[config.mk]
export PLATFORM = sky130hd
export DESIGN_NAME = rot_tile_addr_gen
export DESIGN_NICKNAME = d
export VERILOG_FILES = /design/src/rtl/agc_pkg.sv /design/src/rtl/agc_raster.sv /design/src/rtl/agc_rotate.sv /design/src/rtl/agc_layout.sv /design/src/rtl/rot_tile_addr_gen.sv
export SDC_FILE = /design/constraint.sdc
export NUM_CORES = 1
export LEC_CHECK = 0
export BUFFER_PORTS_ARGS = -buffer_cell sky130_fd_sc_hd__buf_4
export CELL_PAD_IN_SITES_DETAIL_PLACEMENT = 1
export CELL_PAD_IN_SITES_GLOBAL_PLACEMENT = 2
export CORE_AREA = 2 2 139 242
export CTS_CLUSTER_SIZE = 10
export DETAILED_ROUTE_END_ITERATION = 12
export DIE_AREA = 0 0 141 244
export PLACE_DENSITY_LB_ADDON = 0.1
export SYNTH_ARGS = -nofsm -noshare
export SYNTH_HDL_FRONTEND = slang
export SYNTH_SLANG_ARGS = --single-unit
[constraint.sdc]
create_clock -name clk -period 13.5 [get_ports clk]
set_input_delay 2.7 -clock clk [delete_from_list [all_inputs] [get_ports clk]]
set_output_delay 2.7 -clock clk [all_outputs]
set_load 0.03 [all_outputs]
[src/rtl/agc_pkg.sv]
package agc_pkg;

  typedef enum logic [1:0] {
    ROT_0   = 2'd0,
    ROT_90  = 2'd1,
    ROT_180 = 2'd2,
    ROT_270 = 2'd3
  } rot_e;

  typedef enum logic {
    ST_IDLE = 1'b0,
    ST_RUN  = 1'b1
  } state_e;

  // pixel format code -> bytes per pixel
  function automatic logic [2:0] bytes_per_pix(input logic [1:0] fmt);
    case (fmt)
      2'd0:    return 3'd4;
      2'd1:    return 3'd3;
      default: return 3'd2;
    endcase
  endfunction

endpackage

[src/rtl/agc_raster.sv]
module agc_raster #(
  parameter int CW = 9
) (
  input  logic          clk,
  input  logic          rst_n,
  input  logic          load,
  input  logic          step,
  input  logic [CW-1:0] w_m1,
  input  logic [CW-1:0] h_m1,
  output logic [CW-1:0] x,
  output logic [CW-1:0] y,
  output logic          first,
  output logic          last
);

  logic row_end;

  assign row_end = (x == w_m1);
  assign first   = (x == '0) && (y == '0);
  assign last    = row_end && (y == h_m1);

  always_ff @(posedge clk or negedge rst_n) begin
    if (!rst_n) begin
      x <= '0;
      y <= '0;
    end else if (load) begin
      x <= '0;
      y <= '0;
    end else if (step && !last) begin
      if (row_end) begin
        x <= '0;
        y <= y + 1'b1;
      end else begin
        x <= x + 1'b1;
      end
    end
  end

endmodule

[src/rtl/agc_rotate.sv]
module agc_rotate
  import agc_pkg::*;
#(
  parameter int CW = 9
) (
  input  rot_e          rot,
  input  logic [CW-1:0] x,
  input  logic [CW-1:0] y,
  input  logic [CW-1:0] w_m1,
  input  logic [CW-1:0] h_m1,
  output logic [CW-1:0] dx,
  output logic [CW-1:0] dy,
  output logic [CW-1:0] sw_m1
);

  always_comb begin
    unique case (rot)
      ROT_90: begin
        dx    = h_m1 - y;
        dy    = x;
        sw_m1 = h_m1;
      end
      ROT_180: begin
        dx    = w_m1 - x;
        dy    = h_m1 - y;
        sw_m1 = w_m1;
      end
      ROT_270: begin
        dx    = y;
        dy    = w_m1 - x;
        sw_m1 = h_m1;
      end
      default: begin
        dx    = x;
        dy    = y;
        sw_m1 = w_m1;
      end
    endcase
  end

endmodule

[src/rtl/agc_layout.sv]
module agc_layout #(
  parameter int CW      = 9,
  parameter int TILE_LG = 3,
  localparam int IDXW   = 2 * CW,
  localparam int TW     = IDXW - 2 * TILE_LG
) (
  input  logic            tile,
  input  logic [CW-1:0]   dx,
  input  logic [CW-1:0]   dy,
  input  logic [CW-1:0]   sw_m1,
  output logic [IDXW-1:0] idx
);

  // plain rows: dy * stored_width + dx
  function automatic logic [IDXW-1:0] row_index(
    input logic [CW-1:0] c, input logic [CW-1:0] r, input logic [CW:0] sw);
    return IDXW'(r) * IDXW'(sw) + IDXW'(c);
  endfunction

  // 8x8 tiles, row-major within and across tiles
  function automatic logic [IDXW-1:0] tile_index(
    input logic [CW-1:0] c, input logic [CW-1:0] r, input logic [CW:0] sw);
    logic [TW-1:0] tnum;
    tnum = TW'(r >> TILE_LG) * TW'(sw >> TILE_LG) + TW'(c >> TILE_LG);
    return {tnum, r[TILE_LG-1:0], c[TILE_LG-1:0]};
  endfunction

  logic [CW:0] sw;
  assign sw  = {1'b0, sw_m1} + 1'b1;
  assign idx = tile ? tile_index(dx, dy, sw) : row_index(dx, dy, sw);

endmodule

[src/rtl/rot_tile_addr_gen.sv]
module rot_tile_addr_gen
  import agc_pkg::*;
#(
  parameter int AW      = 32,
  parameter int WFLD    = 9,
  parameter int HFLD    = 10,
  parameter int TILE_LG = 3,
  localparam int CW     = WFLD,
  localparam int IDXW   = 2 * CW
) (
  input  logic            clk,
  input  logic            rst_n,
  input  logic            start,
  input  logic [AW-1:0]   base_addr,
  input  logic [WFLD-1:0] width_m1,
  input  logic [HFLD-1:0] height_m1,
  input  logic [1:0]      rot,
  input  logic            tile_en,
  input  logic [1:0]      pix_fmt,
  input  logic            adv,
  output logic [AW-1:0]   addr,
  output logic            addr_valid,
  output logic            sof,
  output logic            eof,
  output logic            cfg_err
);

  state_e          state;
  logic [AW-1:0]   base_q;
  logic [CW-1:0]   w_m1_q, h_m1_q;
  rot_e            rot_q;
  logic            tile_q;
  logic [1:0]      fmt_q;

  // named internal events (observed by the checker)
  logic            start_acc;
  logic            cfg_bad;
  logic            step;
  logic            frame_done;

  logic [CW-1:0]   x, y, dx, dy, sw_m1;
  logic            first, last;
  logic [IDXW-1:0] idx;

  // shift-and-add scaling by 2, 3 or 4 bytes
  function automatic logic [AW-1:0] scale_idx(input logic [IDXW-1:0] i,
                                                input logic [1:0] fmt);
    logic [AW-1:0] w;
    w = AW'(i);
    case (bytes_per_pix(fmt))
      3'd4:    return w << 2;
      3'd3:    return (w << 1) + w;
      default: return w << 1;
    endcase
  endfunction

  assign start_acc  = start && (state == ST_IDLE);
  assign cfg_bad    = (|height_m1[HFLD-1:CW]) ||
                      (tile_en && !((&width_m1[TILE_LG-1:0]) &&
                                    (&height_m1[TILE_LG-1:0])));
  assign step       = (state == ST_RUN) && adv;
  assign frame_done = step && last;

  always_ff @(posedge clk or negedge rst_n) begin
    if (!rst_n) begin
      state   <= ST_IDLE;
      base_q  <= '0;
      w_m1_q  <= '0;
      h_m1_q  <= '0;
      rot_q   <= ROT_0;
      tile_q  <= 1'b0;
      fmt_q   <= 2'd0;
      cfg_err <= 1'b0;
    end else if (start_acc) begin
      base_q  <= base_addr;
      w_m1_q  <= width_m1;
      h_m1_q  <= height_m1[CW-1:0];
      rot_q   <= rot_e'(rot);
      tile_q  <= tile_en;
      fmt_q   <= pix_fmt;
      cfg_err <= cfg_bad;
      state   <= cfg_bad ? ST_IDLE : ST_RUN;
    end else if (frame_done) begin
      state   <= ST_IDLE;
    end
  end

  agc_raster #(.CW(CW)) u_raster (
    .clk   (clk),
    .rst_n (rst_n),
    .load  (start_acc),
    .step  (step),
    .w_m1  (w_m1_q),
    .h_m1  (h_m1_q),
    .x     (x),
    .y     (y),
    .first (first),
    .last  (last)
  );

  agc_rotate #(.CW(CW)) u_rotate (
    .rot   (rot_q),
    .x     (x),
    .y     (y),
    .w_m1  (w_m1_q),
    .h_m1  (h_m1_q),
    .dx    (dx),
    .dy    (dy),
    .sw_m1 (sw_m1)
  );

  agc_layout #(.CW(CW), .TILE_LG(TILE_LG)) u_layout (
    .tile  (tile_q),
    .dx    (dx),
    .dy    (dy),
    .sw_m1 (sw_m1),
    .idx   (idx)
  );

  assign addr       = base_q + scale_idx(idx, fmt_q);
  assign addr_valid = (state == ST_RUN);
  assign sof        = addr_valid && first;
  assign eof        = addr_valid && last;

endmodule

After elaboration in Yosys (flattened, before gate mapping)
Index checks and enable logic that the tools add are counted.

Register bits: 75. Input port bits: 60. Logic and storage cells: 68.

Bitwise logic cells: 1. Reduce and logical (&&, ||, !) cells: 23. $add $sub $neg: 9. $mul: 2. Equal/unequal tests: 8. Multiplexer cells: 15.

Operator list (number): 9-bit two-way mux (7); 9-bit one-hot mux with 3 select lines (2); 20-bit one-hot mux with 2 select lines (1); 32-bit adder (1); 19-bit by 18-bit adder with 20-bit output (1); 18-bit by 9-bit adder with 18-bit output (1); 9-bit by 1-bit adder with 9-bit output, second input constant (2); 9-bit equality test (2); 9-bit zero test (2); 9-bit by 10-bit multiplier with 18-bit output (1); 18-bit two-way mux (1); 9-bit subtractor (2); 12-bit by 6-bit adder with 12-bit output (1); 6-bit by 7-bit multiplier with 12-bit output (1); 9-bit by 1-bit adder with 10-bit output, second input constant (1); 1-bit logical AND (10); 3-bit one-hot mux with 2 select lines (1); 3-bit AND reduction (2); 2-bit nonzero test (3); 2-bit by 1-bit equality test with 1-bit output, second input constant (2); 2-bit equality test, second input constant (2); 3-bit by 2-bit equality test with 1-bit output, second input constant (1); 3-bit equality test, second input constant (1); 1-bit two-way mux (3); 6 further kinds (7).

Depth between registers and ports, before layout
Depth after elaboration: 10. Depth in mapped cells: 50. Mapped depth without buffers: 48.

Cells and area by module
A second synthesis with hierarchy kept.

Cells, all modules: 1316. Area, all modules: 11507.3 um^2.

By module, submodules not included: rot_tile_addr_gen (times used 1, cells each 448, area an instance 4434.3 um^2); agc_layout (times used 1, cells each 517, area an instance 4340.4 um^2); agc_raster (times used 1, cells each 163, area an instance 1411.4 um^2); agc_rotate (times used 1, cells each 188, area an instance 1321.3 um^2).

Least setup slack after synthesis
Ideal clock, no wire load.

Path type: reg-to-output. Start point: reg rot_q[0]. End point: out addr[23]. Stages on the path, launching flop included: 45. Path buffers: 5. Arrival time: 10.654 ns. Setup slack: 0.146 ns. Cells stage by stage: dfrtp_1 > buf_6 > clkbuf_1 > clkbuf_1 > buf_1 > buf_1 > o21ai_0 > ha_1 > nand2_1 > nor2_1 > xnor2_1 > nand2_1 > fa_1 > inv_1 > fa_1 > inv_1 > fa_1 > inv_1 > (+9 left out) > inv_1 > ha_1 > nand3_1 > a21oi_1 > o21ai_0 > a31oi_1 > nor4_1 > or3_1 > xor2_1 > a221oi_1 > ha_1 > a21oi_1 > o21ai_0 > a221o_1 > or4_1 > a31oi_1 > nor3b_1 > xor2_1.

Cells in the longest elaborated chain, start to end: 10.

RTL lines: start: declaration (line rot_tile_addr_gen.sv:31) `rot_e rot_q;`; start signal: assignment (line rot_tile_addr_gen.sv:78) `rot_q <= rot_e'(rot);`; 2-bit by 1-bit equality test with 1-bit output or 2-bit equality test (tied branches) (line agc_rotate.sv:17) `unique case (rot)`; 2-bit OR reduction (no source line); 9-bit two-way mux (line agc_rotate.sv:17); 9-bit by 1-bit adder with 10-bit output (line agc_layout.sv:29) `assign sw = {1'b0, sw_m1} + 1'b1;`; 9-bit by 10-bit multiplier with 18-bit output or 6-bit by 7-bit multiplier with 12-bit output (tied branches) (line agc_layout.sv:17, agc_layout.sv:24); 18-bit by 9-bit adder with 18-bit output or 12-bit by 6-bit adder with 12-bit output (tied branches) (line agc_layout.sv:17, agc_layout.sv:24); 18-bit two-way mux (*) (line agc_layout.sv:30) `assign idx = tile ? tile_index(dx, dy, sw) : row_index(dx, dy, sw);`; 19-bit by 18-bit adder with 20-bit output (line rot_tile_addr_gen.sv:52) `3'd3: return (w << 1) + w;`; 20-bit one-hot mux with 2 select lines (*) (line rot_tile_addr_gen.sv:50) `case (bytes_per_pix(fmt))`; 32-bit adder (*) (line rot_tile_addr_gen.sv:120) `assign addr = base_q + scale_idx(idx, fmt_q);`; end: declaration (line rot_tile_addr_gen.sv:21) `output logic [AW-1:0] addr,`.

Every way passes the cells marked *; elsewhere a longest branch is shown, timed or not.

Final worst setup path
Start point: reg h_m1_q[1]. End point: out addr[21].

Cells in the longest elaborated chain, start to end: 8.

RTL lines: start: declaration (line rot_tile_addr_gen.sv:30) `logic [CW-1:0] w_m1_q, h_m1_q;`; start signal: assignment (line rot_tile_addr_gen.sv:77) `h_m1_q <= height_m1[CW-1:0];`; 9-bit subtractor or 9-bit two-way mux (tied branches) (line agc_rotate.sv:19, agc_rotate.sv:25, agc_rotate.sv:17); 9-bit one-hot mux with 3 select lines or 9-bit by 1-bit adder with 10-bit output (tied branches) (line agc_rotate.sv:17, agc_layout.sv:29); 9-bit by 10-bit multiplier with 18-bit output or 6-bit by 7-bit multiplier with 12-bit output (tied branches) (line agc_layout.sv:17, agc_layout.sv:24); 18-bit by 9-bit adder with 18-bit output or 12-bit by 6-bit adder with 12-bit output (tied branches) (line agc_layout.sv:17, agc_layout.sv:24); 18-bit two-way mux (*) (line agc_layout.sv:30); 19-bit by 18-bit adder with 20-bit output (line rot_tile_addr_gen.sv:52); 20-bit one-hot mux with 2 select lines (*) (line rot_tile_addr_gen.sv:50); 32-bit adder (*) (line rot_tile_addr_gen.sv:120).

Marks and branches as above.

==> implementation parameters <==
Parameter                              Value

Setup path
  RR Endpoint    u_raster.y[5]
  FF-to-FF Start    w_m1_q[4]
  CP startpoint kind    flop
  Worst setup path category    flop to output port
  Critical path capture point type    output port
  CP required    10.80 ns
  Data arrival time of the critical path    10.50 ns
  Max stage delay cell, worst path    sky130_fd_sc_hd__or4_4
  Register-to-register path setup slack    10.05 ns
  Biggest cell delay along the critical path    0.55 ns
  Worst r2r path cells    9
  Worst-path maximum fanout    8

Detailed routing
  Count of routing violations after the opening detailed-route iteration    239
  Final antenna-violating net count    0
  Drt total wl    36800 µm
  Via count    10195
  Post-detailed-route via-to-cell ratio    5.20
  Wire per inst    18.8 µm
  Drc violations    0
  Total iterations of the first detailed-routing run    5

Yosys
  Distinct cells, synth    72
  Share of the yosys chip area belonging to registers    0.172
  Commonest register cell after synthesis    sky130_fd_sc_hd__dfrtp_1
  Synthesized flop and latch total    75
  Fraction of synthesis flops using an asynchronous set or reset pin    1.00
  Cell types with the largest area share after synthesis    sky130_fd_sc_hd__dfrtp_1 (17%), sky130_fd_sc_hd__ha_1 (15%), sky130_fd_sc_hd__fa_1 (14%)
  Warnings, synthesis    0
  Share of Yosys cell area claimed by the top area cell type    0.172
  Net count after synthesis    1635
  Number of flops mapped to enable cells by yosys    0
  Per-instance average area after synthesis    7.96 µm²
  Synth Cell Area    0.0109 mm²
  Cell count after synthesis    1370
  Most area-hungry cell type in the Yosys netlist    sky130_fd_sc_hd__dfrtp_1

Finish
  Layout cell share with drive strength beyond 1    0.234
  Filler cell count in the final layout    3860
  Net count, final    1820
  Multi-input gate area in the final layout    0.00895 mm²
  Post-route insts no fill    1960
  Synth-to-Final Area Change    27.7%
  Register area    0.00188 mm²
  Final antenna diode count    0

Die
  Core area    0.0323 mm²
  Die ar.    0.0344 mm²
  Height of the die    244 µm
  Initial core utilization    0.337
  Total number of placement rows    87
  IO Count    96
  Die Span X    141 µm

Clocking
  Clock buffer depth    2
  Total clock buffers created by CTS    9
  Sinks on the clock net    75
  Total number of H-tree levels    3
  Register clock-pin slew on the reported worst setup and hold paths    0.07 ns
  Root Buffer Master    sky130_fd_sc_hd__clkbuf_16
  Clock Latency Late Sink    0.38 ns
  Number of hold-repair buffers added at the cts stage    0
  TritonCTS clock tree    built

Timing
  Final worst-path cycle share    0.978
  Final Skew    0.0142 ns
  Slew @ Worst Pin    1.07 ns
  Number of hold-slack violations in the final timing report    0
  Final min period    13.20 ns
  Final-report setup violation count    0
  Setup repair after global routing missed its margin    true
  Maximum achievable frequency    75.7 MHz
  Setup WS post-layout    0.297 ns
  Number of pins with negative max-slew slack in the final report    0
  Headroom to the max-slew limit    0.289

Global route
  Wire length of the first global-routing pass    59400 µm
  Busiest layer in global routing    met2
  Initial antenna violation count    0
  Total routing resource utilization after global routing    0.219
  Met3 track demand over resource    0.0296
  GRT met1 Usage    0.236
  Global-route track usage on met2    0.436
  Remaining global-route overflow    0
  Maximum number of pins on one net before global-route repair    76
  Vias in the first global route    11288

Outcome
  Status    finished clean

Job
  # Max-Cap Violations    0

Hold path
  Hold WC Path Type    flop to flop
  Terminating pin of the worst hold path    base_q[17]
  Number of cells on the worst hold path    2
  Startpoint of the most critical hold path    base_q[17]

Place
  Port-buffer cells    95
  Worst-case setup slack after placement    -0.230 ns
  DPL Wire Length    29800 µm
  Final GP Congestion    0.874
  Placed Cells incl. Taps    1909
==> cell usage after synthesis (all sizes together), types with 3 or more instances <==
| cell type | n |
|---|---|
| xnor2 | 54 |
| a32o | 5 |
| nand2b | 22 |
| a211oi | 15 |
| a221o | 3 |
| nor2 | 89 |
| a21o | 16 |
| or3 | 9 |
| a21oi | 68 |
| or4 | 4 |
| a31oi | 6 |
| and2 | 29 |
| mux2 | 5 |
| o21ai | 68 |
| o21a | 8 |
| nand4 | 13 |
| fa | 74 |
| a32oi | 3 |
| nand3 | 25 |
| nor4 | 7 |
| inv | 148 |
| nor3 | 15 |
| nor2b | 20 |
| xor2 | 40 |
| mux4 | 4 |
| clkbuf | 39 |
| and3 | 12 |
| a21boi | 6 |
| or2 | 5 |
| o21bai | 9 |
| nand3b | 6 |
| dfrtp | 75 |
| buf | 7 |
| nand2 | 266 |
| o2111ai | 3 |
| mux2i | 28 |
| ha | 131 |
| a2111oi | 4 |
==> per-layer routing <==
layer / up-vias / routed length [µm] / part of all wire
li1: 4944 / - / -
met1: 5087 / 14000 / 0.38
met2: 121 / 21100 / 0.57
met3: 43 / 791 / 0.021
met4: 0 / 910 / 0.025
met5: - / 0 / 0
==> state kept, by name, summed over array words and instances (netlist names) <==
signal and flops:
addr_valid 1, base_q 32, cfg_err 1, fmt_q 2, h_m1_q 9, rot_q 2, tile_q 1, u_raster.x 9
u_raster.y 9, w_m1_q 9
==> cells by family (layout without fill, tap and decap cells) <==
group                    after synthesis  after routing  share of synthesized area
XOR/XNOR                              94             94                     0.0755
buffers and inverters                195            385                     0.0680
AND/OR/NAND/NOR                      529            529                      0.222
adder cells (fa/ha/maj)              205            205                      0.286
flip-flops                            75             75                      0.172
AO/OA/AOI/OAI                        235            235                      0.137
multiplexers                          37             37                     0.0391
==> repair_timing <==
| item | 4_1_cts | 5_1_grt |
|---|---|---|
| pin swaps | 7 | 61 |
| setup endpoints to repair | 13 | 14 |
| resized for setup | 46 | 110 |
| buffers inserted | 8 | 27 |
| gates cloned | 0 | 0 |
==> area by class of cell <==
type                            instances  share of cell area
Clock inverter                          6             0.00853
Tap cell                              400              0.0359
Multi-Input combinational cell       1100               0.642
Clock buffer                           10              0.0172
Sequential cell                        75               0.135
Inverter                              149              0.0401
Timing Repair Buffer                  220               0.121
==> stage by stage <==
step,hold slack [ns],utilization,setup TNS [ns],area [µm²]
CTS,0.495,0.409,0,13200
detailed placement,0.475,0.391,-1.17,12600
finish,0.492,0.431,0,13900
global placement,0.473,0.391,0,12600
global route,0.520,0.431,-1.04,13900
floorplan,0.452,-,0,10900
==> worst max-delay path by stage <==
stage | start | end | slack [ns] | cells past startpoint
floorplan | rot_q[0] | addr[23] | 0.15 | 44
global placement | h_m1_q[1] | addr[21] | 0.07 | 45
detailed placement | u_raster.y[1] | addr[21] | -0.23 | 45
CTS | u_raster.y[3] | addr[21] | 0.007 | 45
global route | w_m1_q[1] | addr[23] | -0.14 | 47
finish | h_m1_q[1] | addr[21] | 0.30 | 43
==> cells in the final DEF (no fill, tap or decap), types with 7 or more instances in the layout <==
| cell | Yosys | routed |
|---|---|---|
| sky130_fd_sc_hd__nand2_1 | 266 | 263 |
| sky130_fd_sc_hd__buf_4 | 0 | 213 |
| sky130_fd_sc_hd__inv_1 | 148 | 140 |
| sky130_fd_sc_hd__ha_1 | 131 | 112 |
| sky130_fd_sc_hd__nor2_1 | 89 | 82 |
| sky130_fd_sc_hd__dfrtp_1 | 75 | 75 |
| sky130_fd_sc_hd__fa_1 | 74 | 69 |
| sky130_fd_sc_hd__a21oi_1 | 68 | 59 |
| sky130_fd_sc_hd__xnor2_1 | 54 | 52 |
| sky130_fd_sc_hd__o21ai_0 | 66 | 50 |
| sky130_fd_sc_hd__xor2_1 | 40 | 38 |
| sky130_fd_sc_hd__and2_1 | 29 | 28 |
| sky130_fd_sc_hd__nand3_1 | 24 | 22 |
| sky130_fd_sc_hd__mux2i_1 | 28 | 22 |
| sky130_fd_sc_hd__nand2b_1 | 22 | 18 |
| sky130_fd_sc_hd__nor2b_1 | 20 | 17 |
| sky130_fd_sc_hd__ha_4 | 0 | 17 |
| sky130_fd_sc_hd__a21o_1 | 15 | 15 |
| sky130_fd_sc_hd__nand4_1 | 13 | 13 |
| sky130_fd_sc_hd__o21ai_2 | 0 | 13 |
| sky130_fd_sc_hd__nor3_1 | 15 | 13 |
| sky130_fd_sc_hd__and3_1 | 12 | 12 |
| sky130_fd_sc_hd__a211oi_1 | 14 | 11 |
| sky130_fd_sc_hd__clkbuf_16 | 0 | 9 |
| sky130_fd_sc_hd__o21a_1 | 8 | 8 |
| sky130_fd_sc_hd__inv_2 | 0 | 8 |
| sky130_fd_sc_hd__o21bai_1 | 9 | 8 |
| sky130_fd_sc_hd__or3_1 | 9 | 7 |
==> worst max-delay path: cells and delay by family, from the launching register on <==
kind / cells / cell delay, ns
XOR/XNOR: 2 / 0.24
adder cells (fa/ha/maj): 9 / 3.43
AND/OR/NAND/NOR: 11 / 2.44
multiplexers: 2 / 0.40
AO/OA/AOI/OAI: 9 / 1.98
flip-flops: 1 / 0.38
buffers and inverters: 10 / 1.24
Power is left out: the tool's default activity adds up to more than one toggle a clock period on the data nets, which glitch-free logic cannot reach.
